==> config.mk <==
export PLATFORM = sky130hd
export DESIGN_NAME = xirq_ctrl
export DESIGN_NICKNAME = d
export VERILOG_FILES = /design/src/rtl/xirq_pkg.sv /design/src/rtl/xirq_level_track.sv /design/src/rtl/xirq_bank.sv /design/src/rtl/xirq_ctrl.sv
export SDC_FILE = /design/constraint.sdc
export NUM_CORES = 1
export LEC_CHECK = 0
export ABC_AREA = 1
export ABC_CLOCK_PERIOD_IN_PS = 2500
export CAP_MARGIN = 15
export CORE_MARGIN = 5
export CORE_UTILIZATION = 35
export CTS_BUF_LIST = sky130_fd_sc_hd__clkbuf_8
export DETAILED_ROUTE_END_ITERATION = 12
export DONT_BUFFER_PORTS = 1
export SETUP_SLACK_MARGIN = 0.4
export SYNTH_ARGS = -nofsm -noshare
export SYNTH_HDL_FRONTEND = slang
export SYNTH_HIERARCHICAL = 1
export SYNTH_SLANG_ARGS = --single-unit
==> constraint.sdc <==
create_clock -name clk -period 2.5 [get_ports clk]
set_input_delay 0.25 -clock clk [delete_from_list [all_inputs] [get_ports clk]]
set_output_delay 0.25 -clock clk [all_outputs]
set_load 0.03 [all_outputs]
==> src/rtl/xirq_pkg.sv <==
package xirq_pkg;
  localparam int unsigned BANK_W = 32;

  typedef enum logic [2:0] {
    RG_IMASK = 3'd0,
    RG_EMASK = 3'd1,
    RG_RSEL  = 3'd2,
    RG_FSEL  = 3'd3,
    RG_SWTRG = 3'd4,
    RG_PEND  = 3'd5
  } reg_idx_e;

  function automatic logic [BANK_W-1:0] edge_hits(
      input logic [BANK_W-1:0] lvl_new,
      input logic [BANK_W-1:0] active,
      input logic [BANK_W-1:0] rsel,
      input logic [BANK_W-1:0] fsel);
    return active & ((lvl_new & rsel) | (~lvl_new & fsel));
  endfunction

  function automatic logic [BANK_W-1:0] sw_fresh(
      input logic [BANK_W-1:0] wr_val,
      input logic [BANK_W-1:0] old_sw,
      input logic [BANK_W-1:0] imask,
      input logic [BANK_W-1:0] pend);
    return wr_val & ~old_sw & imask & ~pend;
  endfunction
endpackage

==> src/rtl/xirq_level_track.sv <==
module xirq_level_track #(
  parameter int unsigned W = 32
) (
  input  logic         clk,
  input  logic         rst_n,
  input  logic [W-1:0] line_i,
  output logic [W-1:0] lvl_o,
  output logic [W-1:0] chg_o
);
  logic [W-1:0] lvl_q;

  always_ff @(posedge clk or negedge rst_n) begin
    if (!rst_n) lvl_q <= '0;
    else        lvl_q <= line_i;
  end

  assign lvl_o = lvl_q;
  assign chg_o = line_i ^ lvl_q;
endmodule

==> src/rtl/xirq_bank.sv <==
module xirq_bank
  import xirq_pkg::*;
#(
  parameter logic [31:0] VALID  = 32'hFFFF_FFFF,
  parameter logic [31:0] CFG    = 32'h0000_FFFF,
  parameter logic [31:0] IMR_RV = 32'hFFFF_0000
) (
  input  logic        clk,
  input  logic        rst_n,
  input  logic [31:0] line_i,
  input  logic        wr_en,
  input  logic [2:0]  reg_idx,
  input  logic [31:0] wdata,
  output logic [31:0] rdata,
  output logic [31:0] irq_o
);
  localparam logic [31:0] DIR = VALID & ~CFG;
  localparam logic [31:0] CFGV = VALID & CFG;

  logic [31:0] imr_q, emr_q, rs_q, fs_q, sw_q, pr_q, irq_q;
  logic [31:0] lvl_prev, chg;
  logic [31:0] ev_en, hw_set, sw_set, clr;
  logic        sw_wr, pr_wr;

  xirq_level_track #(.W(32)) u_track (
    .clk(clk), .rst_n(rst_n), .line_i(line_i), .lvl_o(lvl_prev), .chg_o(chg)
  );

  always_comb begin
    ev_en  = chg & imr_q;
    hw_set = edge_hits(line_i, ev_en & CFGV, rs_q, fs_q);
    sw_wr  = wr_en && (reg_idx == RG_SWTRG);
    pr_wr  = wr_en && (reg_idx == RG_PEND);
    sw_set = sw_wr ? sw_fresh(wdata & CFGV, sw_q, imr_q, pr_q) : '0;
    clr    = pr_wr ? (pr_q & wdata & CFGV) : '0;
  end

  always_ff @(posedge clk or negedge rst_n) begin
    if (!rst_n) begin
      imr_q <= IMR_RV & VALID;
      emr_q <= '0;
      rs_q  <= '0;
      fs_q  <= '0;
      sw_q  <= '0;
      pr_q  <= '0;
      irq_q <= '0;
    end else begin
      if (wr_en && reg_idx == RG_IMASK) imr_q <= wdata & VALID;
      if (wr_en && reg_idx == RG_EMASK) emr_q <= wdata & VALID;
      if (wr_en && reg_idx == RG_RSEL)  rs_q  <= wdata & CFGV;
      if (wr_en && reg_idx == RG_FSEL)  fs_q  <= wdata & CFGV;
      if (sw_wr)      sw_q <= wdata & CFGV;
      else if (pr_wr) sw_q <= sw_q & ~clr;
      pr_q  <= (pr_q & ~clr) | hw_set | sw_set;
      irq_q <= (irq_q & DIR & ~ev_en) | (line_i & DIR & ev_en) | hw_set | sw_set;
    end
  end

  always_comb begin
    case (reg_idx)
      RG_IMASK: rdata = imr_q;
      RG_EMASK: rdata = emr_q;
      RG_RSEL:  rdata = rs_q;
      RG_FSEL:  rdata = fs_q;
      RG_SWTRG: rdata = sw_q;
      RG_PEND:  rdata = pr_q;
      default:  rdata = '0;
    endcase
  end

  assign irq_o = irq_q;

  assert_fields_legal_R3: assert property (@(posedge clk) disable iff (!rst_n)
    ((imr_q | emr_q) & ~VALID) == 0 && ((rs_q | fs_q | sw_q) & ~CFGV) == 0);

  assert_direct_follow_R4: assert property (@(posedge clk) disable iff (!rst_n)
    $past(rst_n) |-> (((irq_q ^ $past(line_i)) & DIR & $past(ev_en)) == 0));

  assert_edge_pends_R5: assert property (@(posedge clk) disable iff (!rst_n)
    $past(rst_n) |-> (($past(hw_set) & ~pr_q) == 0));

  assert_pulse_has_pend_R5: assert property (@(posedge clk) disable iff (!rst_n)
    (irq_q & CFGV & ~pr_q) == 0);

  assert_masked_quiet_R6: assert property (@(posedge clk) disable iff (!rst_n)
    $past(rst_n) |-> ((($past(pr_q) ^ pr_q) & ~$past(clr) & ~$past(imr_q)) == 0));

  assert_sw_pends_R7: assert property (@(posedge clk) disable iff (!rst_n)
    $past(rst_n) |-> (($past(sw_set) & ~pr_q) == 0));

  assert_clear_both_R8: assert property (@(posedge clk) disable iff (!rst_n)
    $past(rst_n) |-> (($past(clr) & sw_q) == 0));

  assert_set_wins_R10: assert property (@(posedge clk) disable iff (!rst_n)
    $past(rst_n) |-> (($past(clr) & ~$past(hw_set) & pr_q) == 0));
endmodule

==> src/rtl/xirq_ctrl.sv <==
module xirq_ctrl #(
  parameter int unsigned NBANK = 2,
  parameter logic [NBANK*32-1:0] VALID_MASK = {32'h0000_00FF, 32'hFFFF_FFFF},
  parameter logic [NBANK*32-1:0] CFG_MASK   = {32'h0000_000F, 32'h0000_FFFF},
  parameter logic [NBANK*32-1:0] IMR_RESET  = {32'h0000_00F0, 32'hFFFF_0000},
  localparam int unsigned BSEL_W = (NBANK > 1) ? $clog2(NBANK) : 1,
  localparam int unsigned ADDR_W = BSEL_W + 5,
  localparam int unsigned NLINE  = NBANK * 32
) (
  input  logic              clk,
  input  logic              rst_n,
  input  logic [NLINE-1:0]  line_i,
  input  logic              bus_sel,
  input  logic              bus_we,
  input  logic [ADDR_W-1:0] bus_addr,
  input  logic [31:0]       bus_wdata,
  output logic [31:0]       bus_rdata,
  output logic [NLINE-1:0]  irq_o
);
  logic              aligned;
  logic [BSEL_W-1:0] bank_sel;
  logic [2:0]        reg_idx;
  logic [31:0]       rd_bank [NBANK];

  assign aligned  = (bus_addr[1:0] == 2'b00);
  assign bank_sel = bus_addr[ADDR_W-1:5];
  assign reg_idx  = bus_addr[4:2];

  for (genvar b = 0; b < NBANK; b++) begin : g_bank
    logic wr_b;
    assign wr_b = bus_sel && bus_we && aligned && (bank_sel == BSEL_W'(b));
    xirq_bank #(
      .VALID (VALID_MASK[b*32 +: 32]),
      .CFG   (CFG_MASK[b*32 +: 32]),
      .IMR_RV(IMR_RESET[b*32 +: 32])
    ) u_bank (
      .clk(clk), .rst_n(rst_n), .line_i(line_i[b*32 +: 32]),
      .wr_en(wr_b), .reg_idx(reg_idx), .wdata(bus_wdata),
      .rdata(rd_bank[b]), .irq_o(irq_o[b*32 +: 32])
    );
  end

  always_comb begin
    bus_rdata = '0;
    if (bus_sel && aligned) begin
      for (int b = 0; b < NBANK; b++) begin
        if (bank_sel == BSEL_W'(b)) bus_rdata = rd_bank[b];
      end
    end
  end

  assert_misaligned_zero_R9: assert property (@(posedge clk) disable iff (!rst_n)
    (bus_sel && !aligned) |-> (bus_rdata == 0));
endmodule

# ---- Yosys cells after proc, flatten, opt, wreduce, memory -nomap -nowiden
# Index checks and enable logic that the tools add are counted.
dict set report classes {
  eq_ne 5
  shift 0
  bitwise_logic 49
  div 0
  n_mul 0
  order_cmp 0
  n_mux 12
  addsub 0
  reduce_logical 21
}
# cell count
set ops {}
lappend ops {{32-bit bitwise OR} 12}
lappend ops {{32-bit case mux with 6 select lines} 2}
lappend ops {{32-bit AND} 10}
lappend ops {{32-bit inverter} 10}
lappend ops {{32-bit two-way mux} 8}
lappend ops {{16-bit by 32-bit AND with 32-bit output} 2}
lappend ops {{32-bit by 16-bit AND with 32-bit output} 2}
lappend ops {{32-bit by 4-bit AND with 32-bit output} 2}
lappend ops {{32-bit by 8-bit AND with 32-bit output} 2}
lappend ops {{4-bit by 32-bit AND with 32-bit output} 2}
lappend ops {{8-bit by 32-bit AND with 32-bit output} 2}
lappend ops {{32-bit XOR} 2}
lappend ops {{1-bit logical AND} 17}
lappend ops {{16-bit AND} 1}
lappend ops {{16-bit two-way mux} 1}
lappend ops {{3-bit by 2-bit equality test with 1-bit output, second input constant} 2}
lappend ops {{3-bit equality test, second input constant} 2}
lappend ops {{4-bit AND} 1}
lappend ops {{4-bit two-way mux} 1}
lappend ops {{2-bit nonzero test} 2}
lappend ops {{3-bit by 1-bit equality test with 1-bit output, second input constant} 1}
lappend ops {{3-bit logical NOT} 1}
lappend ops {{2-bit logical NOT} 1}
lappend ops {{1-bit inverter} 1}
dict set report word_totals {
  reg_bits 376
  romBits 0
  wordCells 103
  input_bits 106
  out_inout_bits 96
  n_memories 0
  latch_bits 0
  ram_bits 0
}

# ---- Depth between registers and ports, before layout
# Gate-level depths: netlist (run 1).
dict set report depth {
  depth_word 9
  ltp_mapped 12
  ltp_nobuf 11
}

# ---- Cells and area by module
# The synthesis (run 1) kept the hierarchy.
# mod n_inst seq_area_each_um2 area_each_um2 cells_per_inst
set by_module_without_submodules {}
lappend by_module_without_submodules {{xirq_bank at g_bank[0].u_bank} 1 4023.9 7888.8 996}
lappend by_module_without_submodules {xirq_level_track 2 800.8 1401.3 192}
lappend by_module_without_submodules {{xirq_bank at g_bank[1].u_bank} 1 1006.0 2388.5 305}
lappend by_module_without_submodules {xirq_ctrl 1 0.0 822.0 208}

# ---- Least setup slack after synthesis (run 1)
# No wires, ideal clock.
dict set report synth_path {
  path_type {input -> output}
  from {in bus_addr[4]}
  to {out bus_rdata[0]}
  t_arrival_ns 1.655
  cell_stages 11
  setup_slack_ns 0.595
  required_ns 2.250
  path_cell_list {buf_4 -> buf_6 -> nand3_1 -> clkbuf_1 -> o21ai_0 -> nor2_1 -> nand2_1 -> inv_1 -> nor2_1 -> nor2_1 -> nor2_1}
}
# element line
set synth_lines {}
lappend synth_lines {{start, declared} xirq_ctrl.sv:15} ;# input logic [ADDR_W-1:0] bus_addr,
lappend synth_lines {{end, declared} xirq_ctrl.sv:17} ;# output logic [31:0] bus_rdata,

==> results of run 1 <==
==> per-layer routing <==
layer / up-vias / global-route usage (%) / part of all wire [%]
met4: 2 / 5.322 / 2.0
met5: - / 0 / 0.036
met3: 50 / 4.190 / 7.0
li1: 5601 / - / -
met1: 5175 / 23.29 / 44
met2: 306 / 28.73 / 46
==> power groups by stage <==
stage	logic, mW	clock network [mW]	registers (mW)
6_report	1.14	3.88	4.96
5_1_grt	1.30	4.24	5.01
4_1_cts	1.07	4.05	4.97
3_5_place_dp	0.905	0	5.03
3_3_place_gp	0.875	0	5.02
2_1_floorplan	0.847	0	4.93
==> stage by stage <==
stage / area (um2) / hold slack [ns] / power [mW] / instances
floorplan: 13030 / -0.04559 / 5.773 / 1796
global placement: 13320 / -0.03940 / 5.900 / 2211
detailed placement: 13320 / -0.03840 / 5.939 / 2211
CTS: 15090 / -0.7020 / 10.09 / 2380
global route: 15320 / -0.6964 / 10.55 / 2407
finish: 15320 / -0.6458 / 9.976 / 2407
==> layout make-up <==
class                      instances  area (um2)  area share (%)
timing repair buffer             167        1496           9.766
antenna                            1       2.502         0.01633
sequential                       240        6031           39.36
clock buffer                      54       743.2           4.850
tap                              468       585.6           3.821
clock inverter                    29       170.2           1.110
multi-input combinational       1137        5125           33.45
inverter                         311        1170           7.635
==> critical path, delay by kind of cell <==
| kind | cells | cell delay, ns |
|---|---|---|
| buffers and inverters | 3 | 0.84 |
| and+or+nand+nor | 8 | 0.70 |
==> flip-flops by register name, indices dropped and copies added, names as in the netlist <==
name                         cells
g_bank.u_bank/emr_q             40
g_bank.u_bank/fs_q              20
g_bank.u_bank/imr_q             40
g_bank.u_bank/irq_o             40
g_bank.u_bank/pr_q              20
g_bank.u_bank/rs_q              20
g_bank.u_bank/sw_q              20
g_bank.u_bank/u_track/lvl_o     40
==> path summary, 6_finish.rpt <==
path | start | end | cells after the start
worst max register to register | g_bank[1].u_bank/pr_q[2]$_DFF_PN0_ | g_bank[1].u_bank/sw_q[2]$_DFFE_PN0P_ | 6
worst max-delay path | bus_addr[2] | bus_rdata[2] | 11
worst min register to register | g_bank[0].u_bank/emr_q[12]$_DFFE_PN0P_ | g_bank[0].u_bank/emr_q[12]$_DFFE_PN0P_ | 2
min in group clk | bus_addr[3] | g_bank[1].u_bank/rs_q[3]$_DFFE_PN0P_ | 2
max in group asynchronous | rst_n | g_bank[0].u_bank/u_track/lvl_o[18]$_DFF_PN0_ | 0
worst min-delay path | rst_n | g_bank[1].u_bank/emr_q[6]$_DFFE_PN0P_ | 0
==> repair_timing <==
action / 4_1_cts / 5_1_grt
endpoints found under the hold margin: 480 / 240
pin swaps: 10 / 30
setup buffers: 4 / 26
endpoints found under the setup margin: 7 / 23
resized for setup: 6 / 21
==> flow_summary.json, run 1 <==
{
  "report.final.setup_viol": 0,
  "initialDrtViolationCount": 887,
  "initial_standard_cell_utilization_of_the_core_pct": 35.27,
  "required_ns": 2.25,
  "core_utilization_of_the_finished_layout_pct": 42.06,
  "slew_viol_final": 0,
  "mappedNetlistArea_um2": 12850,
  "cts_inserted_buffers": 45,
  "crit_path_max_fanout": 12,
  "pwr-share-clk_pct": 38.9,
  "internal-power_mw": 6.963,
  "cts_max_level": 2,
  "grt_first_pass_wirelength_um": 57840,
  "rsz0062_at_grt": "yes",
  "count_of_buffers_from_port_buffering": 0,
  "pin_count_of_the_biggest_net_entering_global_routing": 241,
  "cts_buffer_depth": 3,
  "final.hold.worst_slack_ns": -0.6458,
  "final_layout_size_suffix_gt1_share_pct": 12.75,
  "dp.final_hpwl_um": 22820,
  "wl_um": 35740,
  "static-leakage-power_nw": 8.265,
  "die-area_um2": 40650,
  "gr-usage-all-layers_pct": 17.59,
  "worstSetupStartpointType": "primary input",
  "drtPass1Iterations": 5,
  "path_cells": "dlygate4sd3_1 > nor2_2 > nand2_1 > nand2_1 > nor2_1 > nand2_1 > inv_2 > nor2_2 > nor2_1 > nor2_1 > buf_4",
  "timing_hold_violations_final": 240,
  "drc_errors": 0,
  "critical_path_class": "in -> out",
  "ant_nets": 0,
  "ys_warns": 6,
  "r2r_slack_ns": 1.11,
  "min_period_ns": 2.047,
  "violations": "negative hold slack",
  "fin_nets": 2008,
  "p_sw_mw": 3.013,
  "routabilityCongestion": 0.8323,
  "power.share.combinational_pct": 11.4,
  "synthesis.instances": 1749,
  "setup.worst_path.end_class": "primary output",
  "switching_share_pct": 30.20,
  "std_cell_rows": 70,
  "core-area_um2": 36430,
  "clk_pin_slew_worst_paths_ns": 0.06,
  "worst_ir_drop_vdd_mv": 0.4938,
  "vias_in_the_first_global_route": 10810,
  "min_period_over_period_pct": 81.89,
  "cts.root.buffer_cell": "sky130_fd_sc_hd__clkbuf_8",
  "fin_tns_setup_ns": 0,
  "crit_arrival_ns": 1.80,
  "routedWlPerCell_um": 14.85,
  "number_of_fill_cells": 3752,
  "cts_hold_buf": 82,
  "cts_tree": "built",
  "crit_path_top_delay_cell": "sky130_fd_sc_hd__dlygate4sd3_1",
  "area_growth_syn_to_layout_pct": 19.24,
  "power-per-cell-area_nw_per_um2": 651.0,
  "avgSynthCellArea_um2": 7.348,
  "run_status": "finished with violations",
  "detailedPlace.worstSlack_ns": 0.6364,
  "slew_of_the_pin_with_the_lowest_slew_margin_ns": 0.6412,
  "mostFrequentLayoutCells": "sky130_fd_sc_hd__nand2_1 (544), sky130_fd_sc_hd__inv_1 (316), sky130_fd_sc_hd__dfrtp_1 (220), sky130_fd_sc_hd__nand3_1 (156), sky130_fd_sc_hd__nor2_1 (116)",
  "via_per_inst": 4.626,
  "hold_class": "in -> async",
  "slew_headroom_pct": 57.25,
  "grt_overflow_total": 0,
  "timing.clock.skew_ns": 0.02310,
  "maxCapViolCount": 0,
  "die_x_um": 201.6,
  "pin_count": 202,
  "setup_ws_ns": 0.4528,
  "fmax_ghz": 0.4885,
  "timing.critical_path.slowest_cell_delay_ns": 0.61,
  "insertion_delay_ns": 0.60,
  "die-height_um": 201.6,
  "numClockSinks": 240,
  "antenna_violations_before_repair": 2,
  "seq_power_share_pct": 49.7,
  "num_vias": 11130,
  "layout.cells.most_common": "sky130_fd_sc_hd__nand2_1"
}
(Power assumes the default switching activity.)
==> run 2: changes to the inputs <==
--- a/config.mk
+++ b/config.mk
@@ -5,8 +5,8 @@
 export SDC_FILE = /design/constraint.sdc
 export NUM_CORES = 1
 export LEC_CHECK = 0
-export ABC_AREA = 1
-export ABC_CLOCK_PERIOD_IN_PS = 2500
+export ABC_AREA = 0
+export ABC_CLOCK_PERIOD_IN_PS = 1900
 export CAP_MARGIN = 15
 export CORE_MARGIN = 5
 export CORE_UTILIZATION = 35
==> constraint.sdc (replaced) <==
create_clock -name clk -period 1.9 [get_ports clk]
set_input_delay 0.19 -clock clk [delete_from_list [all_inputs] [get_ports clk]]
set_output_delay 0.19 -clock clk [all_outputs]
set_load 0.03 [all_outputs]
==> flow_summary.json, run 2 <==
{
  "maxCapViolCount": 0,
  "antenna_violations_before_repair": 3,
  "die-area_um2": 37790,
  "grt_first_pass_wirelength_um": 49560,
  "critical_path_class": "reg -> out",
  "detailedPlace.worstSlack_ns": 0.09540,
  "fin_nets": 1284,
  "worstSetupStartpointType": "flop",
  "cts.root.buffer_cell": "sky130_fd_sc_hd__clkbuf_8",
  "power-per-cell-area_nw_per_um2": 908.8,
  "num_vias": 8323,
  "dp.final_hpwl_um": 18750,
  "timing_hold_violations_final": 240,
  "pin_count": 202,
  "count_of_buffers_from_port_buffering": 0,
  "area_growth_syn_to_layout_pct": 25.69,
  "initial_standard_cell_utilization_of_the_core_pct": 35.49,
  "die-height_um": 194.4,
  "cts_tree": "built",
  "avgSynthCellArea_um2": 11.39,
  "timing.clock.skew_ns": 0.01834,
  "static-leakage-power_nw": 6.939,
  "setup.worst_path.end_class": "primary output",
  "power.share.combinational_pct": 11.8,
  "fmax_ghz": 0.4633,
  "ant_nets": 0,
  "dpl_cell_area_um2": 12790,
  "path_cells": "mux2_2 > a221oi_2 > a21oi_1 > mux2i_2 > nor2_2 > buf_12",
  "pin_count_of_the_biggest_net_entering_global_routing": 241,
  "timing.critical_path.slowest_cell_delay_ns": 0.40,
  "slew_of_the_pin_with_the_lowest_slew_margin_ns": 0.7418,
  "crit_path_max_fanout": 3,
  "core-area_um2": 33530,
  "mostFrequentLayoutCells": "sky130_fd_sc_hd__dfrtp_1 (220), sky130_fd_sc_hd__mux2_2 (95), sky130_fd_sc_hd__mux2_4 (75), sky130_fd_sc_hd__dlygate4sd3_1 (73)",
  "footprint_of_the_multi_input_gates_um2": 5736,
  "initialDrtViolationCount": 352,
  "cts_hold_buf": 78,
  "end_of_the_worst_register_to_register_path": "g_bank[1].u_bank/sw_q[0]$_DFFE_PN0P_",
  "slew_viol_final": 0,
  "cts_inserted_buffers": 45,
  "required_ns": 1.71,
  "run_status": "finished with violations",
  "final_layout_size_suffix_gt1_share_pct": 32.73,
  "wl_um": 31470,
  "insertion_delay_ns": 0.57,
  "cts_buffer_depth": 3,
  "mappedNetlistArea_um2": 11900,
  "reg2reg_depth": 3,
  "routabilityCongestion": 0.7833,
  "setup_ws_ns": -0.2583,
  "finish.cell_count_without_fillers": 1665,
  "fin_tns_setup_ns": -3.216,
  "min_period_ns": 2.158,
  "routedWlPerCell_um": 18.90,
  "drtPass1Iterations": 6,
  "grt_overflow_total": 0,
  "worst_ir_drop_vdd_mv": 0.6608,
  "r2r_slack_ns": 0.46,
  "ys_warns": 6,
  "violations": "negative hold slack, negative setup slack",
  "crit_arrival_ns": 1.97,
  "critical_path.reg2reg.startpoint": "g_bank[1].u_bank/pr_q[0]$_DFF_PN0_",
  "slew_headroom_pct": 50.54,
  "crit_path_top_delay_cell": "sky130_fd_sc_hd__dfrtp_1",
  "synthesis.instances": 1045,
  "drc_errors": 0,
  "placed_cells": 1476,
  "internal-power_mw": 9.829,
  "report.final.setup_viol": 16,
  "die_x_um": 194.4,
  "p_sw_mw": 3.764,
  "number_of_fill_cells": 3122,
  "rsz0062_at_grt": "yes",
  "min_period_over_period_pct": 113.6,
  "pwr-share-clk_pct": 40.3,
  "core_utilization_of_the_finished_layout_pct": 44.60,
  "gr-usage-all-layers_pct": 16.29,
  "hold_class": "in -> async",
  "ff_latch_area_um2": 6031,
  "cts_max_level": 2,
  "vias_in_the_first_global_route": 8681,
  "via_per_inst": 4.999,
  "std_cell_rows": 67,
  "switching_share_pct": 27.69,
  "finalInstanceArea_um2": 14960,
  "numClockSinks": 240,
  "clk_pin_slew_worst_paths_ns": 0.06,
  "seq_power_share_pct": 47.9,
  "layout.cells.most_common": "sky130_fd_sc_hd__dfrtp_1",
  "design_power_total_mw": 13.59,
  "final.hold.worst_slack_ns": -0.6653
}
-- run 2: changes by cell type in the layout (fill, tap and decap cells not counted), sizes merged, moves of 53 or more --
cell   before  now
mux2        0  170
nand3     160   49
inv       323   36
nand2     552   67
mux2i       0   68
nor2      133   80
o21ai     179   60
-- run 2: power groups by stage --
stage                     logic, mW  registers, mW  clock network [mW]
after floorplan                1.26           6.45                   0
after global placement         1.22           6.58                   0
after detailed placement       1.25           6.60                   0
after CTS                      1.57           6.51                5.70
after global routing           1.77           6.59                5.93
final                          1.60           6.51                5.48
-- run 2: metal layers --
metal	up-vias	wire (um)	track usage, %
li1	3888	-	-
met1	4137	13910	21.55
met2	241	14730	25.83
met3	57	2038	4.380
met4	0	799	5.964
met5	-	0	0
-- run 2: final cells by class --
| class | count | area share, % |
|---|---|---|
| multi-input combinational | 719 | 38.35 |
| clock buffer | 63 | 5.797 |
| tap | 448 | 3.748 |
| sequential | 240 | 40.32 |
| inverter | 26 | 0.6525 |
| antenna | 4 | 0.06692 |
| timing repair buffer | 146 | 10.15 |
| clock inverter | 19 | 0.9202 |
-- run 2: worst max path at each step --
stage                                               start                                    end  slack (ns)
floorplan                                     bus_addr[5]  g_bank[0].u_bank/rs_q[10]$_DFFE_PN0P_        0.13
global placement                                   bus_we  g_bank[1].u_bank/emr_q[3]$_DFFE_PN0P_        0.13
detailed placement                                 bus_we  g_bank[1].u_bank/emr_q[7]$_DFFE_PN0P_         0.1
CTS                  g_bank[1].u_bank/sw_q[0]$_DFFE_PN0P_                           bus_rdata[0]       -0.31
global route        g_bank[0].u_bank/imr_q[3]$_DFFE_PN0P_                           bus_rdata[3]       -0.39
finish               g_bank[0].u_bank/rs_q[0]$_DFFE_PN0P_                           bus_rdata[0]       -0.26
-- run 2: critical path: cells and delay by family, from the launching register on --
family	cells	cell delay [ns]
AO/OA/AOI/OAI	2	0.30
flip-flops	1	0.40
multiplexers	2	0.48
buffers and inverters	1	0.15
AND/OR/NAND/NOR	1	0.08
-- run 2: timing repair --
action,CTS,global route
resized for setup,27,11
pin swaps,7,11
buffers inserted,16,9
setup endpoints to repair,32,35
hold endpoints to repair,480,240
==> run 3: changes to the inputs <==
--- a/config.mk
+++ b/config.mk
@@ -6,7 +6,7 @@
 export NUM_CORES = 1
 export LEC_CHECK = 0
 export ABC_AREA = 0
-export ABC_CLOCK_PERIOD_IN_PS = 1900
+export ABC_CLOCK_PERIOD_IN_PS = 2100
 export CAP_MARGIN = 15
 export CORE_MARGIN = 5
 export CORE_UTILIZATION = 35
==> constraint.sdc (replaced) <==
create_clock -name clk -period 2.1 [get_ports clk]
set_input_delay 0.21 -clock clk [delete_from_list [all_inputs] [get_ports clk]]
set_output_delay 0.21 -clock clk [all_outputs]
set_load 0.03 [all_outputs]
==> flow_summary.json, run 3 (synthesized netlist as in run 2, its figures left out) <==
{
  "cts_buffer_depth": 3,
  "drc_errors": 0,
  "cts_max_level": 2,
  "footprint_of_the_multi_input_gates_um2": 5502,
  "num_vias": 8427,
  "count_of_buffers_from_port_buffering": 0,
  "ff_latch_area_um2": 6031,
  "numClockSinks": 240,
  "mostFrequentLayoutCells": "sky130_fd_sc_hd__dfrtp_1 (220), sky130_fd_sc_hd__mux2_2 (138), sky130_fd_sc_hd__buf_4 (94), sky130_fd_sc_hd__dlygate4sd3_1 (77), sky130_fd_sc_hd__nor2_1 (70)",
  "static-leakage-power_nw": 6.941,
  "timing.clock.skew_ns": 0.01249,
  "core_utilization_of_the_finished_layout_pct": 43.90,
  "hold_class": "in -> async",
  "setup_ws_ns": -0.1212,
  "initialDrtViolationCount": 469,
  "crit_path_max_fanout": 3,
  "fmax_ghz": 0.4502,
  "required_ns": 1.89,
  "insertion_delay_ns": 0.55,
  "std_cell_rows": 67,
  "die_x_um": 194.4,
  "cts_inserted_buffers": 45,
  "setup.worst_path.end_class": "primary output",
  "clk_pin_slew_worst_paths_ns": 0.06,
  "power-per-cell-area_nw_per_um2": 806.5,
  "maxCapViolCount": 0,
  "die-area_um2": 37790,
  "area_growth_syn_to_layout_pct": 23.69,
  "grt_overflow_total": 0,
  "vias_in_the_first_global_route": 8750,
  "core-area_um2": 33530,
  "worstSetupStartpointType": "flop",
  "final_layout_size_suffix_gt1_share_pct": 31.91,
  "fin_nets": 1316,
  "pin_count": 202,
  "critical_path_class": "reg -> out",
  "report.final.setup_viol": 8,
  "pin_count_of_the_biggest_net_entering_global_routing": 241,
  "wl_um": 31520,
  "final.hold.worst_slack_ns": -0.6375,
  "min_period_ns": 2.221,
  "cts_tree": "built",
  "routedWlPerCell_um": 18.60,
  "via_per_inst": 4.972,
  "antenna_violations_before_repair": 4,
  "cts_hold_buf": 78,
  "grt_first_pass_wirelength_um": 50330,
  "initial_standard_cell_utilization_of_the_core_pct": 35.49,
  "slew_of_the_pin_with_the_lowest_slew_margin_ns": 0.7244,
  "crit_arrival_ns": 2.01,
  "slew_viol_final": 0,
  "rsz0062_at_grt": "yes",
  "routabilityCongestion": 0.7894,
  "dp.final_hpwl_um": 18810,
  "drtPass1Iterations": 5,
  "min_period_over_period_pct": 105.8,
  "number_of_fill_cells": 3146,
  "die-height_um": 194.4,
  "worst_ir_drop_vdd_mv": 0.7051,
  "gr-usage-all-layers_pct": 16.46,
  "cts.root.buffer_cell": "sky130_fd_sc_hd__clkbuf_8",
  "slew_headroom_pct": 51.54,
  "violations": "negative hold slack, negative setup slack",
  "layout.cells.most_common": "sky130_fd_sc_hd__dfrtp_1",
  "timing_hold_violations_final": 240,
  "ant_nets": 0,
  "run_status": "finished with violations"
}
## run 3: changes by cell type in the layout (fill, tap and decap cells not counted), moves of 4 or more
| cell | previous run | this run |
|---|---|---|
| sky130_fd_sc_hd__o21ai_1 | 7 | 1 |
| sky130_fd_sc_hd__o21ai_0 | 53 | 59 |
| sky130_fd_sc_hd__inv_1 | 34 | 39 |
| sky130_fd_sc_hd__clkbuf_8 | 63 | 56 |
| sky130_fd_sc_hd__nor2_1 | 46 | 70 |
| sky130_fd_sc_hd__mux2_2 | 95 | 138 |
| sky130_fd_sc_hd__mux2_4 | 75 | 30 |
| sky130_fd_sc_hd__buf_12 | 16 | 6 |
| sky130_fd_sc_hd__buf_4 | 48 | 94 |
| sky130_fd_sc_hd__dlygate4sd3_1 | 73 | 77 |
| sky130_fd_sc_hd__buf_6 | 5 | 1 |
| sky130_fd_sc_hd__nor2_2 | 31 | 7 |
| sky130_fd_sc_hd__dlymetal6s4s_1 | 4 | 0 |
## run 3: stage by stage
| stage | power, mW | setup WS, ns | area [um2] | setup TNS, ns | instances |
|---|---|---|---|---|---|
| floorplan | 6.910 | 0.3071 | 12230 | 0 | 1092 |
| detailed placement | 7.028 | 0.2705 | 12530 | 0 | 1490 |
| global route | 12.48 | -0.2349 | 14720 | -1.873 | 1694 |
| finish | 11.87 | -0.1212 | 14720 | -0.4719 | 1695 |
| global placement | 6.986 | 0.3120 | 12530 | 0 | 1490 |
| CTS | 11.99 | -0.1759 | 14600 | -0.8505 | 1683 |
## run 3: final timing paths
| path | startpoint | to | slack [ns] | cells past startpoint |
|---|---|---|---|---|
| setup / recovery | g_bank[0].u_bank/rs_q[2]$_DFFE_PN0P_ | bus_rdata[2] | -0.12 | 6 |
| hold / removal | rst_n | g_bank[0].u_bank/emr_q[20]$_DFFE_PN0P_ | -0.64 | 0 |
| setup reg to reg | g_bank[1].u_bank/fs_q[1]$_DFFE_PN0P_ | g_bank[1].u_bank/irq_o[1]$_DFF_PN0_ | 0.59 | 4 |
| hold reg to reg | g_bank[0].u_bank/emr_q[30]$_DFFE_PN0P_ | g_bank[0].u_bank/emr_q[30]$_DFFE_PN0P_ | 0.49 | 1 |
| max in group asynchronous | rst_n | g_bank[1].u_bank/imr_q[7]$_DFFE_PN1P_ | 2.33 | 0 |
| min in group clk | bus_addr[3] | g_bank[1].u_bank/fs_q[3]$_DFFE_PN0P_ | 0.07 | 2 |
## run 3: critical path, cell delays in order, from the launching register on
cell and delay [ns]:
sky130_fd_sc_hd__dfrtp_1 0.38, sky130_fd_sc_hd__mux2_4 0.27, sky130_fd_sc_hd__a221oi_2 0.27, sky130_fd_sc_hd__a21oi_2 0.08, sky130_fd_sc_hd__mux2i_2 0.20, sky130_fd_sc_hd__nor2_2 0.08
sky130_fd_sc_hd__buf_12 0.16
## run 3: final cells by class
| class | instances | area share [%] |
|---|---|---|
| Tap cell | 448 | 3.808 |
| Multi-Input combinational cell | 719 | 37.38 |
| Timing Repair Buffer | 178 | 10.92 |
| Clock buffer | 56 | 5.236 |
| Inverter | 26 | 0.6630 |
| Sequential cell | 240 | 40.97 |
| Antenna cell | 3 | 0.05100 |
| Clock inverter | 25 | 0.9691 |
## run 3: what timing repair did
item	in CTS	in global routing
endpoints found under the hold margin	479	240
buffers inserted	34	9
pin swaps	3	2
resized for setup	21	9
endpoints found under the setup margin	32	35
## run 3: report_power, final
group	switching [mW]	internal, mW
Combinational	0.629	0.813
Clock	2.02	2.53
Sequential	0.714	5.16
## run 3: layer usage
layer	vias to the layer above	global-route usage [%]	wire length, um
met5	-	0	13
met4	2	6.406	1100
met3	75	4.017	1837
met2	246	26.44	14750
met1	4151	21.56	13830
li1	3953	-	-
